--- src/rtl/cdr_pkg.sv ---
package cdr_pkg;

  localparam int BYTE_W = 8;
  localparam int PAIR_W = 2;

  typedef enum logic [4:0] {
    OP_NONE,
    OP_RD_IN,
    OP_RD_RAW,
    OP_RD_ALT,
    OP_RD_EC,
    OP_RD_HL,
    OP_RD_RF,
    OP_WR_ALT,
    OP_WR_EC,
    OP_WR_HL,
    OP_WR_RF,
    OP_RD_IRQ,
    OP_WR_IRQ,
    OP_WR_PEND,
    OP_WR_IEN,
    OP_TRIM_DN,
    OP_TRIM_UP,
    OP_RD_TRIM,
    OP_PULSE,
    OP_ID_NEXT,
    OP_ID_RST,
    OP_GL_RD,
    OP_GL_INC
  } op_e;

  // Three-level opcode tree: class in [7:6], group in [5:3], leaf in [2:0].
  function automatic op_e classify(input logic [BYTE_W-1:0] c);
    op_e o;
    o = OP_NONE;
    unique case (c[7:6])
      2'b00: begin
        unique case (c[5:3])
          3'd0: begin
            unique case (c[2:0])
              3'd0: o = OP_RD_IN;
              3'd1: o = OP_RD_RAW;
              3'd2: o = OP_RD_ALT;
              3'd3: o = OP_RD_EC;
              3'd4: o = OP_RD_HL;
              3'd5: o = OP_RD_RF;
              default: o = OP_WR_ALT;
            endcase
          end
          3'd1: o = OP_NONE;
          3'd2, 3'd3: o = OP_WR_EC;
          3'd4, 3'd5: o = OP_WR_HL;
          default: o = OP_WR_RF;
        endcase
      end
      2'b11: begin
        unique case (c[5:3])
          3'd5: o = (c[2:0] == 3'd7) ? OP_RD_IRQ : OP_NONE;
          3'd6: begin
            if (!c[2])      o = OP_WR_IRQ;
            else if (!c[1]) o = OP_WR_PEND;
            else            o = OP_WR_IEN;
          end
          3'd7: begin
            unique case (c[2:0])
              3'd0: o = OP_TRIM_DN;
              3'd1: o = OP_TRIM_UP;
              3'd2: o = OP_RD_TRIM;
              3'd3: o = OP_PULSE;
              3'd4: o = OP_ID_NEXT;
              3'd5: o = OP_ID_RST;
              3'd6: o = OP_GL_RD;
              default: o = OP_GL_INC;
            endcase
          end
          default: o = OP_NONE;
        endcase
      end
      default: o = OP_NONE;
    endcase
    return o;
  endfunction

  function automatic logic has_reply(input op_e o);
    return o inside {OP_RD_IN, OP_RD_RAW, OP_RD_ALT, OP_RD_EC, OP_RD_HL,
                     OP_RD_RF, OP_RD_IRQ, OP_RD_TRIM, OP_PULSE, OP_ID_NEXT,
                     OP_GL_RD};
  endfunction

endpackage

--- src/rtl/cdr_decode.sv ---
module cdr_decode
  import cdr_pkg::*;
(
  input  logic [BYTE_W-1:0] cmd,
  output op_e               op,
  output logic              replies
);
  always_comb begin
    op      = classify(cmd);
    replies = has_reply(op);
  end
endmodule

--- src/rtl/cdr_cfg_regs.sv ---
module cdr_cfg_regs
  import cdr_pkg::*;
#(
  parameter logic [7:0] TRIM_INIT = 8'h80,
  parameter int         TRIM_STEP = 4
) (
  input  logic              clk,
  input  logic              rst_n,
  input  logic              take,
  input  op_e               op,
  input  logic [BYTE_W-1:0] cmd,
  output logic [PAIR_W-1:0] en_q,
  output logic [PAIR_W-1:0] cmp_q,
  output logic [PAIR_W-1:0] hi_q,
  output logic [PAIR_W-1:0] lo_q,
  output logic [PAIR_W-1:0] rise_q,
  output logic [PAIR_W-1:0] fall_q,
  output logic              alt_q,
  output logic [BYTE_W-1:0] trim_q
);
  localparam logic [BYTE_W-1:0] STEP = BYTE_W'(TRIM_STEP);

  logic [PAIR_W-1:0] upper, lower;
  assign upper = cmd[2*PAIR_W-1:PAIR_W];
  assign lower = cmd[PAIR_W-1:0];

  always_ff @(posedge clk) begin
    if (!rst_n) begin
      en_q   <= '1;
      cmp_q  <= '0;
      hi_q   <= '0;
      lo_q   <= '0;
      rise_q <= '0;
      fall_q <= '0;
      alt_q  <= 1'b0;
      trim_q <= TRIM_INIT;
    end else if (take) begin
      unique case (op)
        OP_WR_EC:   begin en_q   <= upper; cmp_q  <= lower; end
        OP_WR_HL:   begin hi_q   <= upper; lo_q   <= lower; end
        OP_WR_RF:   begin rise_q <= upper; fall_q <= lower; end
        OP_WR_ALT:  alt_q  <= cmd[0];
        OP_TRIM_DN: trim_q <= trim_q - STEP;
        OP_TRIM_UP: trim_q <= trim_q + STEP;
        default: ;
      endcase
    end
  end
endmodule

--- src/rtl/cdr_aux.sv ---
module cdr_aux
  import cdr_pkg::*;
#(
  parameter int         ID_LEN  = 5,
  parameter logic [7:0] ID_BASE = 8'h31,
  parameter logic [7:0] ID_STEP = 8'h11
) (
  input  logic              clk,
  input  logic              rst_n,
  input  logic              take,
  input  op_e               op,
  output logic [BYTE_W-1:0] glitch_q,
  output logic [BYTE_W-1:0] id_byte
);
  localparam int IDX_W = (ID_LEN > 1) ? $clog2(ID_LEN) : 1;
  localparam logic [IDX_W-1:0] LAST = IDX_W'(ID_LEN - 1);

  logic [BYTE_W-1:0] id_tab [ID_LEN];
  logic [IDX_W-1:0]  idx_q;

  for (genvar g = 0; g < ID_LEN; g++) begin : g_id
    assign id_tab[g] = BYTE_W'(int'(ID_BASE) + g * int'(ID_STEP));
  end

  assign id_byte = id_tab[idx_q];

  always_ff @(posedge clk) begin
    if (!rst_n) begin
      idx_q    <= '0;
      glitch_q <= '0;
    end else if (take) begin
      unique case (op)
        OP_ID_NEXT: idx_q    <= (idx_q == LAST) ? '0 : idx_q + 1'b1;
        OP_ID_RST:  idx_q    <= '0;
        OP_GL_RD:   glitch_q <= '0;
        OP_GL_INC:  if (glitch_q != '1) glitch_q <= glitch_q + 1'b1;
        default: ;
      endcase
    end
  end
endmodule

--- src/rtl/cmd_decoder_regs.sv ---
module cmd_decoder_regs
  import cdr_pkg::*;
#(
  parameter logic [7:0] TRIM_INIT = 8'h80,
  parameter int         TRIM_STEP = 4,
  parameter int         ID_LEN    = 5,
  parameter logic [7:0] ID_BASE   = 8'h31,
  parameter logic [7:0] ID_STEP   = 8'h11
) (
  input  logic       clk,
  input  logic       rst_n,
  input  logic       cmd_valid,
  output logic       cmd_ready,
  input  logic [7:0] cmd_data,
  output logic       rsp_valid,
  input  logic       rsp_ready,
  output logic [7:0] rsp_data,
  input  logic [7:0] sense_raw,
  input  logic       irq_en_i,
  input  logic       irq_pend_i,
  output logic       irq_en_we,
  output logic       irq_en_wd,
  output logic       irq_pend_we,
  output logic       irq_pend_wd,
  output logic [1:0] en_mask,
  output logic [1:0] cmp_mask,
  output logic [1:0] hi_mask,
  output logic [1:0] lo_mask,
  output logic [1:0] rise_mask,
  output logic [1:0] fall_mask,
  output logic       alt_mode,
  output logic [7:0] trim
);
  localparam int PAD_IN   = BYTE_W - PAIR_W;
  localparam int PAD_PAIR = BYTE_W - 2 * PAIR_W;

  op_e               op;
  logic              replies;
  logic              take;
  logic [BYTE_W-1:0] glitch, id_byte, reply;

  assign cmd_ready = !rsp_valid;
  assign take      = cmd_valid && cmd_ready;

  cdr_decode u_dec (.cmd(cmd_data), .op(op), .replies(replies));

  cdr_cfg_regs #(.TRIM_INIT(TRIM_INIT), .TRIM_STEP(TRIM_STEP)) u_cfg (
    .clk(clk), .rst_n(rst_n), .take(take), .op(op), .cmd(cmd_data),
    .en_q(en_mask), .cmp_q(cmp_mask), .hi_q(hi_mask), .lo_q(lo_mask),
    .rise_q(rise_mask), .fall_q(fall_mask), .alt_q(alt_mode), .trim_q(trim)
  );

  cdr_aux #(.ID_LEN(ID_LEN), .ID_BASE(ID_BASE), .ID_STEP(ID_STEP)) u_aux (
    .clk(clk), .rst_n(rst_n), .take(take), .op(op),
    .glitch_q(glitch), .id_byte(id_byte)
  );

  always_comb begin
    unique case (op)
      OP_RD_IN:   reply = (sense_raw ^ {{PAD_IN{1'b0}}, cmp_mask}) & 8'h0F;
      OP_RD_RAW:  reply = sense_raw;
      OP_RD_ALT:  reply = {{(BYTE_W-1){1'b0}}, alt_mode};
      OP_RD_EC:   reply = {{PAD_PAIR{1'b0}}, en_mask, cmp_mask};
      OP_RD_HL:   reply = {{PAD_PAIR{1'b0}}, hi_mask, lo_mask};
      OP_RD_RF:   reply = {{PAD_PAIR{1'b0}}, rise_mask, fall_mask};
      OP_RD_IRQ:  reply = {{(BYTE_W-2){1'b0}}, irq_en_i, irq_pend_i};
      OP_RD_TRIM: reply = trim;
      OP_ID_NEXT: reply = id_byte;
      OP_GL_RD:   reply = glitch;
      default:    reply = '0;
    endcase
  end

  always_ff @(posedge clk) begin
    if (!rst_n) begin
      rsp_valid <= 1'b0;
      rsp_data  <= '0;
    end else if (take && replies) begin
      rsp_valid <= 1'b1;
      rsp_data  <= reply;
    end else if (rsp_ready) begin
      rsp_valid <= 1'b0;
    end
  end

  always_ff @(posedge clk) begin
    if (!rst_n) begin
      irq_en_we   <= 1'b0;
      irq_en_wd   <= 1'b0;
      irq_pend_we <= 1'b0;
      irq_pend_wd <= 1'b0;
    end else begin
      irq_en_we   <= take && (op == OP_WR_IRQ || op == OP_WR_IEN);
      irq_pend_we <= take && (op == OP_WR_IRQ || op == OP_WR_PEND);
      irq_en_wd   <= (op == OP_WR_IRQ) ? cmd_data[1] : cmd_data[0];
      irq_pend_wd <= cmd_data[0];
    end
  end
endmodule

--- config.mk ---
export PLATFORM = sky130hd
export DESIGN_NAME = cmd_decoder_regs
export DESIGN_NICKNAME = d
export VERILOG_FILES = /design/src/rtl/cdr_pkg.sv /design/src/rtl/cdr_decode.sv /design/src/rtl/cdr_cfg_regs.sv /design/src/rtl/cdr_aux.sv /design/src/rtl/cmd_decoder_regs.sv
export SDC_FILE = /design/constraint.sdc
export NUM_CORES = 1
export LEC_CHECK = 0
export BUFFER_PORTS_ARGS = -buffer_cell sky130_fd_sc_hd__buf_2
export CAP_MARGIN = 0
export CORE_MARGIN = 2
export CORE_UTILIZATION = 25
export DETAILED_ROUTE_END_ITERATION = 6
export HOLD_SLACK_MARGIN = 0.08
export PLACE_DENSITY = 0.43
export SYNTH_ARGS = -nofsm -noshare
export SYNTH_HDL_FRONTEND = slang
export SYNTH_HIERARCHICAL = 1
export SYNTH_SLANG_ARGS = --single-unit
--- constraint.sdc ---
create_clock -name clk -period 10.63 [get_ports clk]
set_input_delay 0.5315 -clock clk [delete_from_list [all_inputs] [get_ports clk]]
set_output_delay 0.5315 -clock clk [all_outputs]
set_load 0.01 [all_outputs]
# --- Yosys cells after proc, flatten, opt, wreduce, memory -nomap -nowiden ---
# Memory sizes are Yosys's and may differ from the RTL's.
# Index checks and enable logic that the tools add are counted.
word_totals:
  regBits: 45
  input_bits: 22
  mem_bits_ro: 64
  memories: 1
  output_inout_bits: 35
  elab_cells: 107
op_classes:
  mux: 19
  reduce_logical: 24
  addsub: 4
  eq_ne: 40
  bitwise: 2
  n_lt_le_gt_ge: 1
memory_table:
  columns: ["name", "words", "word_bits", "read_ports", "rd_clocked_by_memory_dff", "wr", "line", "text"]
  rows:
  - ["(no name shown)", 8, 8, 1, 0, 0, "cdr_aux.sv:25", "assign id_byte = id_tab[idx_q];"]
ops:
  columns: ["operator", "n"]
  rows:
  - ["case mux 8 bit (10 select lines)", 1]
  - ["equality test 5 x 4 -> 1 bit, second input constant", 8]
  - ["equality test 5 bit, second input constant", 7]
  - ["case mux 5 bit (7 select lines)", 1]
  - ["case mux 8 bit (2 select lines)", 2]
  - ["equality test 3 bit, second input constant", 9]
  - ["2-to-1 mux 8 bit", 3]
  - ["equality test 5 x 3 -> 1 bit, second input constant", 4]
  - ["case mux 3 bit (6 select lines)", 1]
  - ["case mux 4 bit (4 select lines)", 1]
  - ["case mux 5 bit (3 select lines)", 1]
  - ["equality test 3 x 2 -> 1 bit, second input constant", 4]
  - ["AND reduction 2 bit", 6]
  - ["nonzero test 11 bit", 1]
  - ["equality test 5 x 2 -> 1 bit, second input constant", 2]
  - ["case mux 5 bit (2 select lines)", 1]
  - ["adder 8 x 1 -> 8 bit, second input constant", 1]
  - ["adder 8 x 3 -> 8 bit, second input constant", 1]
  - ["inequality test 8 bit, second input constant", 1]
  - ["nonzero test 2 bit", 4]
  - ["subtractor 8 x 3 -> 8 bit, second input constant", 1]
  - ["equality test 3 x 1 -> 1 bit, second input constant", 2]
  - ["logical NOT 3 bit", 2]
  - ["case mux 3 bit (2 select lines)", 1]
  - ["other kinds (18)", 25]

# --- Longest topological paths before layout ---
logic_depth:
  ltp_word: 8
  depth_mapped: 13
  ltp_nobuf: 13

# --- By module ---
# The synthesis kept the hierarchy.
modules_own_cells:
  columns: ["mod", "n_inst", "area_each_um2", "seq_area_each_um2", "cells_each"]
  rows:
  - ["cmd_decoder_regs", 1, 1086.0, 260.2, 113]
  - ["cdr_cfg_regs", 1, 972.2, 380.4, 107]
  - ["cdr_aux", 1, 742.0, 220.2, 96]
  - ["cdr_decode", 1, 367.9, 0.0, 51]

# --- Worst setup path before layout ---
# OpenSTA, ideal clock, no wires.
synth_timing:
  path_kind: "input -> register"
  start: "in cmd_data[6]"
  end: "reg u_cfg.trim_q[7]"
  slack_ps: 6848
  setup_ps: 61
  arrival_ps: 3721
  n_path_buf: 0
  path_stages: 13
  t_required_ps: 10569
  path_cell_list: "inv_1 > ha_1 > or4b_1 > o21bai_1 > o221a_4 > nor2_1 > nor2_2 > nand3_1 > ha_1 > a21o_1 > a21oi_1 > a211oi_1 > and4bb_1"
synth_between:
  elab_chain_cells: 5
  word_cells_on_any_way: 8
  cone_classes: "eq/ne: 3; mux: 2; reduce/logical: 3"
synth_rtl:
  columns: ["element", "line", "text"]
  rows:
  - ["start: declaration", "cmd_decoder_regs.sv:14", "input logic [7:0] cmd_data,"]
  - ["equality test 2 bit or logical NOT 2 bit (tied branches)", "cdr_pkg.sv:36", "unique case (c[7:6])"]
  - ["case mux 5 bit (2 select lines) (*)", "cdr_pkg.sv:36", null]
  - ["net op[1]", "cmd_decoder_regs.sv:37", "op_e op;"]
  - ["equality test 5 x 4 -> 1 bit or equality test 5 bit (tied branches)", "cdr_cfg_regs.sv:38", "unique case (op)"]
  - ["nonzero test 2 bit (no line)", null, null]
  - ["AND reduction 2 bit (no line)", null, null]
  - ["end signal: assignment", "cdr_cfg_regs.sv:43", "OP_TRIM_DN: trim_q <= trim_q - STEP;"]
  - ["end signal: assignment", "cdr_cfg_regs.sv:44", "OP_TRIM_UP: trim_q <= trim_q + STEP;"]
  - ["end: declaration", "cdr_cfg_regs.sv:19", "output logic [BYTE_W-1:0] trim_q"]
# The timed path passes the listed nets; every way through them passes the cells marked *.
# A chain may end at the register's enable or synchronous reset.

# --- Worst setup path after layout ---
# Ends and elaborated chain as after synthesis.

==> impl_results.html <==
<table>
<tr><th>Metric</th><th>Value</th></tr>
<tr><th colspan="2">STA</th></tr>
<tr><td>Headroom to the max-slew limit</td><td>a little under three fifths</td></tr>
<tr><td>Count of endpoints failing hold in the final timing report</td><td>0</td></tr>
<tr><td>Unrepaired setup endpoints after global routing</td><td>no</td></tr>
<tr><td>Setup violators final</td><td>0</td></tr>
<tr><td>Setup clock skew after layout</td><td>0.005301 ns</td></tr>
<tr><td>Worst Max-Slew Pin Slew</td><td>around 0.67 ns</td></tr>
<tr><td>Achievable clock frequency</td><td>278.6 MHz</td></tr>
<tr><td>Setup Total Neg Slack</td><td>0 ns</td></tr>
<tr><td>Share of the cycle needed by the critical path after routing</td><td>33.77%</td></tr>
<tr><td>Max Slew Vio Count</td><td>0</td></tr>
<tr><td>Tmin final</td><td>3.590 ns</td></tr>
<tr><th colspan="2">Critical path</th></tr>
<tr><td>Slowest cell on the critical path</td><td>sky130_fd_sc_hd__or4b_1</td></tr>
<tr><td>Biggest fanout along the worst timing path</td><td>24</td></tr>
<tr><td>Setup Crit Path Kind</td><td>in2reg</td></tr>
<tr><td>Critical path arrival</td><td>3.77 ns</td></tr>
<tr><td>Kind of launch point of the worst setup path</td><td>primary input</td></tr>
<tr><td>Worst path max stage delay</td><td>0.46 ns</td></tr>
<tr><td>Cell-by-cell trace of the critical path</td><td>buf_2, inv_1, ha_1, or4b_1, o21bai_1, o221a_4, nor2_2, buf_4, nor2_2, nand3_1, ha_1, a21o_1, a21oi_1, nand4_1, and4bb_1</td></tr>
<tr><td>Endpoint kind of the worst setup timing path</td><td>flip-flop</td></tr>
<tr><td>Worst EP required</td><td>10.81 ns</td></tr>
<tr><th colspan="2">Routing</th></tr>
<tr><td>Post-Route WL</td><td>9552 um</td></tr>
<tr><td>WL/cell</td><td>about 16 um</td></tr>
<tr><td>Routed via count</td><td>3001</td></tr>
<tr><td>Count of routing violations after the opening detailed-route iteration</td><td>approximately 140</td></tr>
<tr><td>DR vias/cell</td><td>5.130</td></tr>
<tr><td>Number of iterations in the first detailed-routing pass</td><td>4</td></tr>
<tr><td>DRC violations left</td><td>0</td></tr>
<tr><td>Number of nets with antenna violations after detailed routing</td><td>0</td></tr>
<tr><th colspan="2">Global routing</th></tr>
<tr><td>Global routing usage on met1</td><td>between 20% and 30%</td></tr>
<tr><td>Most congested layer reported by global routing</td><td>met2</td></tr>
<tr><td>Met3 layer usage reported by global route</td><td>2.595%</td></tr>
<tr><td>Overall fraction of global-route tracks in use</td><td>approximately 14%</td></tr>
<tr><td>Wire length of the first global-routing pass</td><td>~15000 um</td></tr>
<tr><td>Aggregate global routing overflow</td><td>0</td></tr>
<tr><td>Initial antenna violation count</td><td>0</td></tr>
<tr><td>Largest net degree at the start of global routing</td><td>30</td></tr>
<tr><td>Global-route track usage on met2</td><td>22.44%</td></tr>
<tr><td>Vias in the first global route</td><td>2850</td></tr>
<tr><th colspan="2">Clocking</th></tr>
<tr><td>Longest Clk Path Bufs</td><td>2</td></tr>
<tr><td># H-tree levels</td><td>2</td></tr>
<tr><td>Number of buffers inserted by hold repair at cts</td><td>0</td></tr>
<tr><td>Post-cts repair resize count</td><td>0</td></tr>
<tr><td>CTS root buffer</td><td>sky130_fd_sc_hd__clkbuf_16</td></tr>
<tr><td>Worst-Skew Late Latency</td><td>0.29 ns</td></tr>
<tr><td>Post-CTS Setup Bufs</td><td>0</td></tr>
<tr><td>TritonCTS clock tree</td><td>built</td></tr>
<tr><td>Clock sink count</td><td>43</td></tr>
<tr><td>Clock transition at the register clock pins on the worst setup and hold paths after CTS</td><td>0.06 ns</td></tr>
<tr><td>Clock buffers created by TritonCTS</td><td>5</td></tr>
<tr><th colspan="2">Pwr</th></tr>
<tr><td>Sequential fraction of design power</td><td>42.5%</td></tr>
<tr><td>Share of power burned in combinational logic</td><td>11.4%</td></tr>
<tr><td>Switching part of the total power</td><td>24.93%</td></tr>
<tr><td>Internal power component</td><td>between 0.0002 and 0.0003 W</td></tr>
<tr><td>Static leakage</td><td>about 1.6 nW</td></tr>
<tr><td>Power per standard cell area</td><td>103.5 nW/um^2</td></tr>
<tr><td>Total design power</td><td>between 0.0003 and 0.0004 W</td></tr>
<tr><td>Maximum vdd ir drop</td><td>approximately 0.05 mV</td></tr>
<tr><td>Switching pwr</td><td>0.00009588 W</td></tr>
<tr><td>Clock Power Share</td><td>46.1%</td></tr>
<tr><th colspan="2">Run</th></tr>
<tr><td>Maxcap violations</td><td>0</td></tr>
<tr><th colspan="2">Synth</th></tr>
<tr><td>Post-synth top area share</td><td>27.17%</td></tr>
<tr><td>Post-synthesis instance area</td><td>approximately 3200 sq um</td></tr>
<tr><td>Post-synthesis cell type with the largest combined area</td><td>sky130_fd_sc_hd__dfxtp_1</td></tr>
<tr><td>Count of flip-flops with a built-in enable after synthesis</td><td>0</td></tr>
<tr><td>Yosys Warn Count</td><td>6</td></tr>
<tr><td>Post-Syn Area per Cell</td><td>8.632 sq um</td></tr>
<tr><td>Number of distinct library cell variants in the gate-level netlist after synthesis</td><td>82</td></tr>
<tr><td>Synth top area cells</td><td>sky130_fd_sc_hd__dfxtp_1 27%, sky130_fd_sc_hd__a22oi_1 4.3%, sky130_fd_sc_hd__ha_1 3.9%, sky130_fd_sc_hd__mux2i_1 3.8%, sky130_fd_sc_hd__nand2_1 3.8%</td></tr>
<tr><td>Sequential-to-total area share from yosys stat</td><td>27.17%</td></tr>
<tr><td>Most instantiated flip-flop cell in the synthesis netlist</td><td>sky130_fd_sc_hd__dfxtp_1</td></tr>
<tr><td>Synthesis-stage register bit count</td><td>43</td></tr>
<tr><td>FFs w/ async S/R, synth</td><td>0%</td></tr>
<tr><td>Synthesized instance count</td><td>~370</td></tr>
<tr><th colspan="2">Placement</th></tr>
<tr><td>Count of port buffers added during placement</td><td>between 50 and 60</td></tr>
<tr><td>DP Wirelength</td><td>between 7000 and 8000 um</td></tr>
<tr><td>Weighted congestion reported at the end of routability-driven placement</td><td>0.8223</td></tr>
<tr><th colspan="2">Die</th></tr>
<tr><td>Starting Density</td><td>between 20% and 30%</td></tr>
<tr><td>Horizontal extent of the die</td><td>116.6 um</td></tr>
<tr><td>Number of top-level pins</td><td>57</td></tr>
<tr><td>Core Footprint</td><td>12520 sq um</td></tr>
<tr><td>Die Y</td><td>116.6 um</td></tr>
<tr><td>Die area</td><td>roughly 14000 sq um</td></tr>
<tr><td>Total number of placement rows</td><td>41</td></tr>
<tr><th colspan="2">Cells and area</th></tr>
<tr><td>Proportion of layout cells with a drive suffix above 1</td><td>between 20% and 30%</td></tr>
<tr><td>Most frequent standard cell in the layout excluding fill and tap cells</td><td>sky130_fd_sc_hd__buf_2</td></tr>
<tr><td>Commonest cells after routing, fill and taps aside</td><td>54 x sky130_fd_sc_hd__buf_2, 43 x sky130_fd_sc_hd__dfxtp_1, 32 x sky130_fd_sc_hd__nand2_1</td></tr>
<tr><td>Area used by multi-input combinational logic</td><td>2115 sq um</td></tr>
<tr><td>Footprint of the flip-flops and latches</td><td>860.8 sq um</td></tr>
<tr><td>Inserted Diodes</td><td>0</td></tr>
<tr><td>Number of filler instances in the final layout</td><td>between 1000 and 1500</td></tr>
<tr><td>Layout Nets</td><td>445</td></tr>
<tr><td>Signed area change from the synthesized netlist to the final layout</td><td>17.30%</td></tr>
<tr><th colspan="2">Worst hold path</th></tr>
<tr><td>Worst min-delay path category</td><td>reg2reg</td></tr>
<tr><th colspan="2">Run status</th></tr>
<tr><td>Outcome</td><td>finished clean</td></tr>
</table>
cells by family (layout without fill, tap and decap cells):
kind of cell / count (synthesis) / in the layout / share of synthesized area, %
simple gates: 161 / 161 / 32.70
compound gates: 95 / 95 / 23.11
flops: 43 / 43 / 27.17
buf+inv: 37 / 81 / 6.674
mux: 13 / 13 / 4.147
fa+ha+maj: 11 / 11 / 4.581
xor+xnor: 5 / 5 / 1.383
other cells: 2 / 4 / 0.2371
layout make-up:
cell class	count	share of cell area (%)
Multi-Input combinational cell	289	56.90
Sequential cell	43	23.17
Timing Repair Buffer	58	8.081
Tap cell	172	5.791
Clock buffer	5	3.367
Inverter	15	1.515
Clock inverter	3	1.178
stage by stage:
stage	hold slack [ns]	setup WS, ns	cell area (sq um)	std cells	utilization, %
finish	0.4772	7.040	3716	585	29.69
global placement	0.4663	6.883	3547	577	28.34
CTS	0.4808	7.066	3716	585	29.69
detailed placement	0.4659	6.771	3547	577	28.34
floorplan	0.4486	6.848	3176	369	-
global route	0.4998	6.824	3716	585	29.69
Yosys cell counts, types with 8 or more instances:
library cell              number
sky130_fd_sc_hd__dfxtp_1      43
sky130_fd_sc_hd__nand2_1      32
sky130_fd_sc_hd__nand3_1      22
sky130_fd_sc_hd__nor2_1       22
sky130_fd_sc_hd__a22oi_1      18
sky130_fd_sc_hd__a21oi_1      15
sky130_fd_sc_hd__inv_1        14
sky130_fd_sc_hd__mux2i_1      12
sky130_fd_sc_hd__ha_1         10
sky130_fd_sc_hd__nand4_1      10
sky130_fd_sc_hd__nor3_1       10
sky130_fd_sc_hd__a22o_1        8
worst max-delay path, delay by kind of cell:
family / cells / cell delay [ns]
AOI/OAI and AO/OA: 4 / 0.96
adders and majority gates: 2 / 0.51
and+or+nand+nor: 6 / 1.27
buffers and inverters: 3 / 0.49
metal layers:
metal | share of wire [%] | wire, um | vias up
li1 | - | - | 1472
met1 | 49 | 4655 | 1434
met2 | 45 | 4313 | 83
met3 | 4.6 | 437 | 12
met4 | 1.5 | 145 | 0
met5 | 0 | 0 | -
path summary, 6_finish.rpt:
check	startpoint	to	slack [ns]	cells after the start
hold / removal	rsp_data[5]$_SDFFE_PN0P_	rsp_data[5]$_SDFFE_PN0P_	0.48	1
setup reg to reg	rsp_valid$_SDFFE_PN0P_	u_aux/glitch_q[5]$_SDFFE_PN0P_	8.47	5
setup / recovery	cmd_data[6]	u_cfg/trim_q[7]$_SDFFE_PN1P_	7.04	15
hold reg to reg	rsp_data[5]$_SDFFE_PN0P_	rsp_data[5]$_SDFFE_PN0P_	0.48	1
power groups by stage:
stage,sequential [W],combinational (W),clock [W]
after floorplan,0.000167,0.0000304,0
after global placement,0.000167,0.0000434,0
after detailed placement,0.000167,0.0000437,0
after CTS,0.000163,0.0000438,0.000183
after global routing,0.000163,0.0000482,0.000190
final,0.000163,0.0000440,0.000177
sequential cells by signal, summed over array words and instances (netlist names), 2 cells and up:
| name | count |
|---|---|
| u_cfg/en_q | 2 |
| rsp_data | 8 |
| u_cfg/fall_q | 2 |
| u_cfg/cmp_q | 2 |
| u_aux/glitch_q | 8 |
| u_cfg/hi_q | 2 |
| u_cfg/trim_q | 6 |
| u_cfg/lo_q | 2 |
| u_cfg/rise_q | 2 |
| u_aux/idx_q | 3 |
No activity file was read; power rests on OpenSTA's default activity.
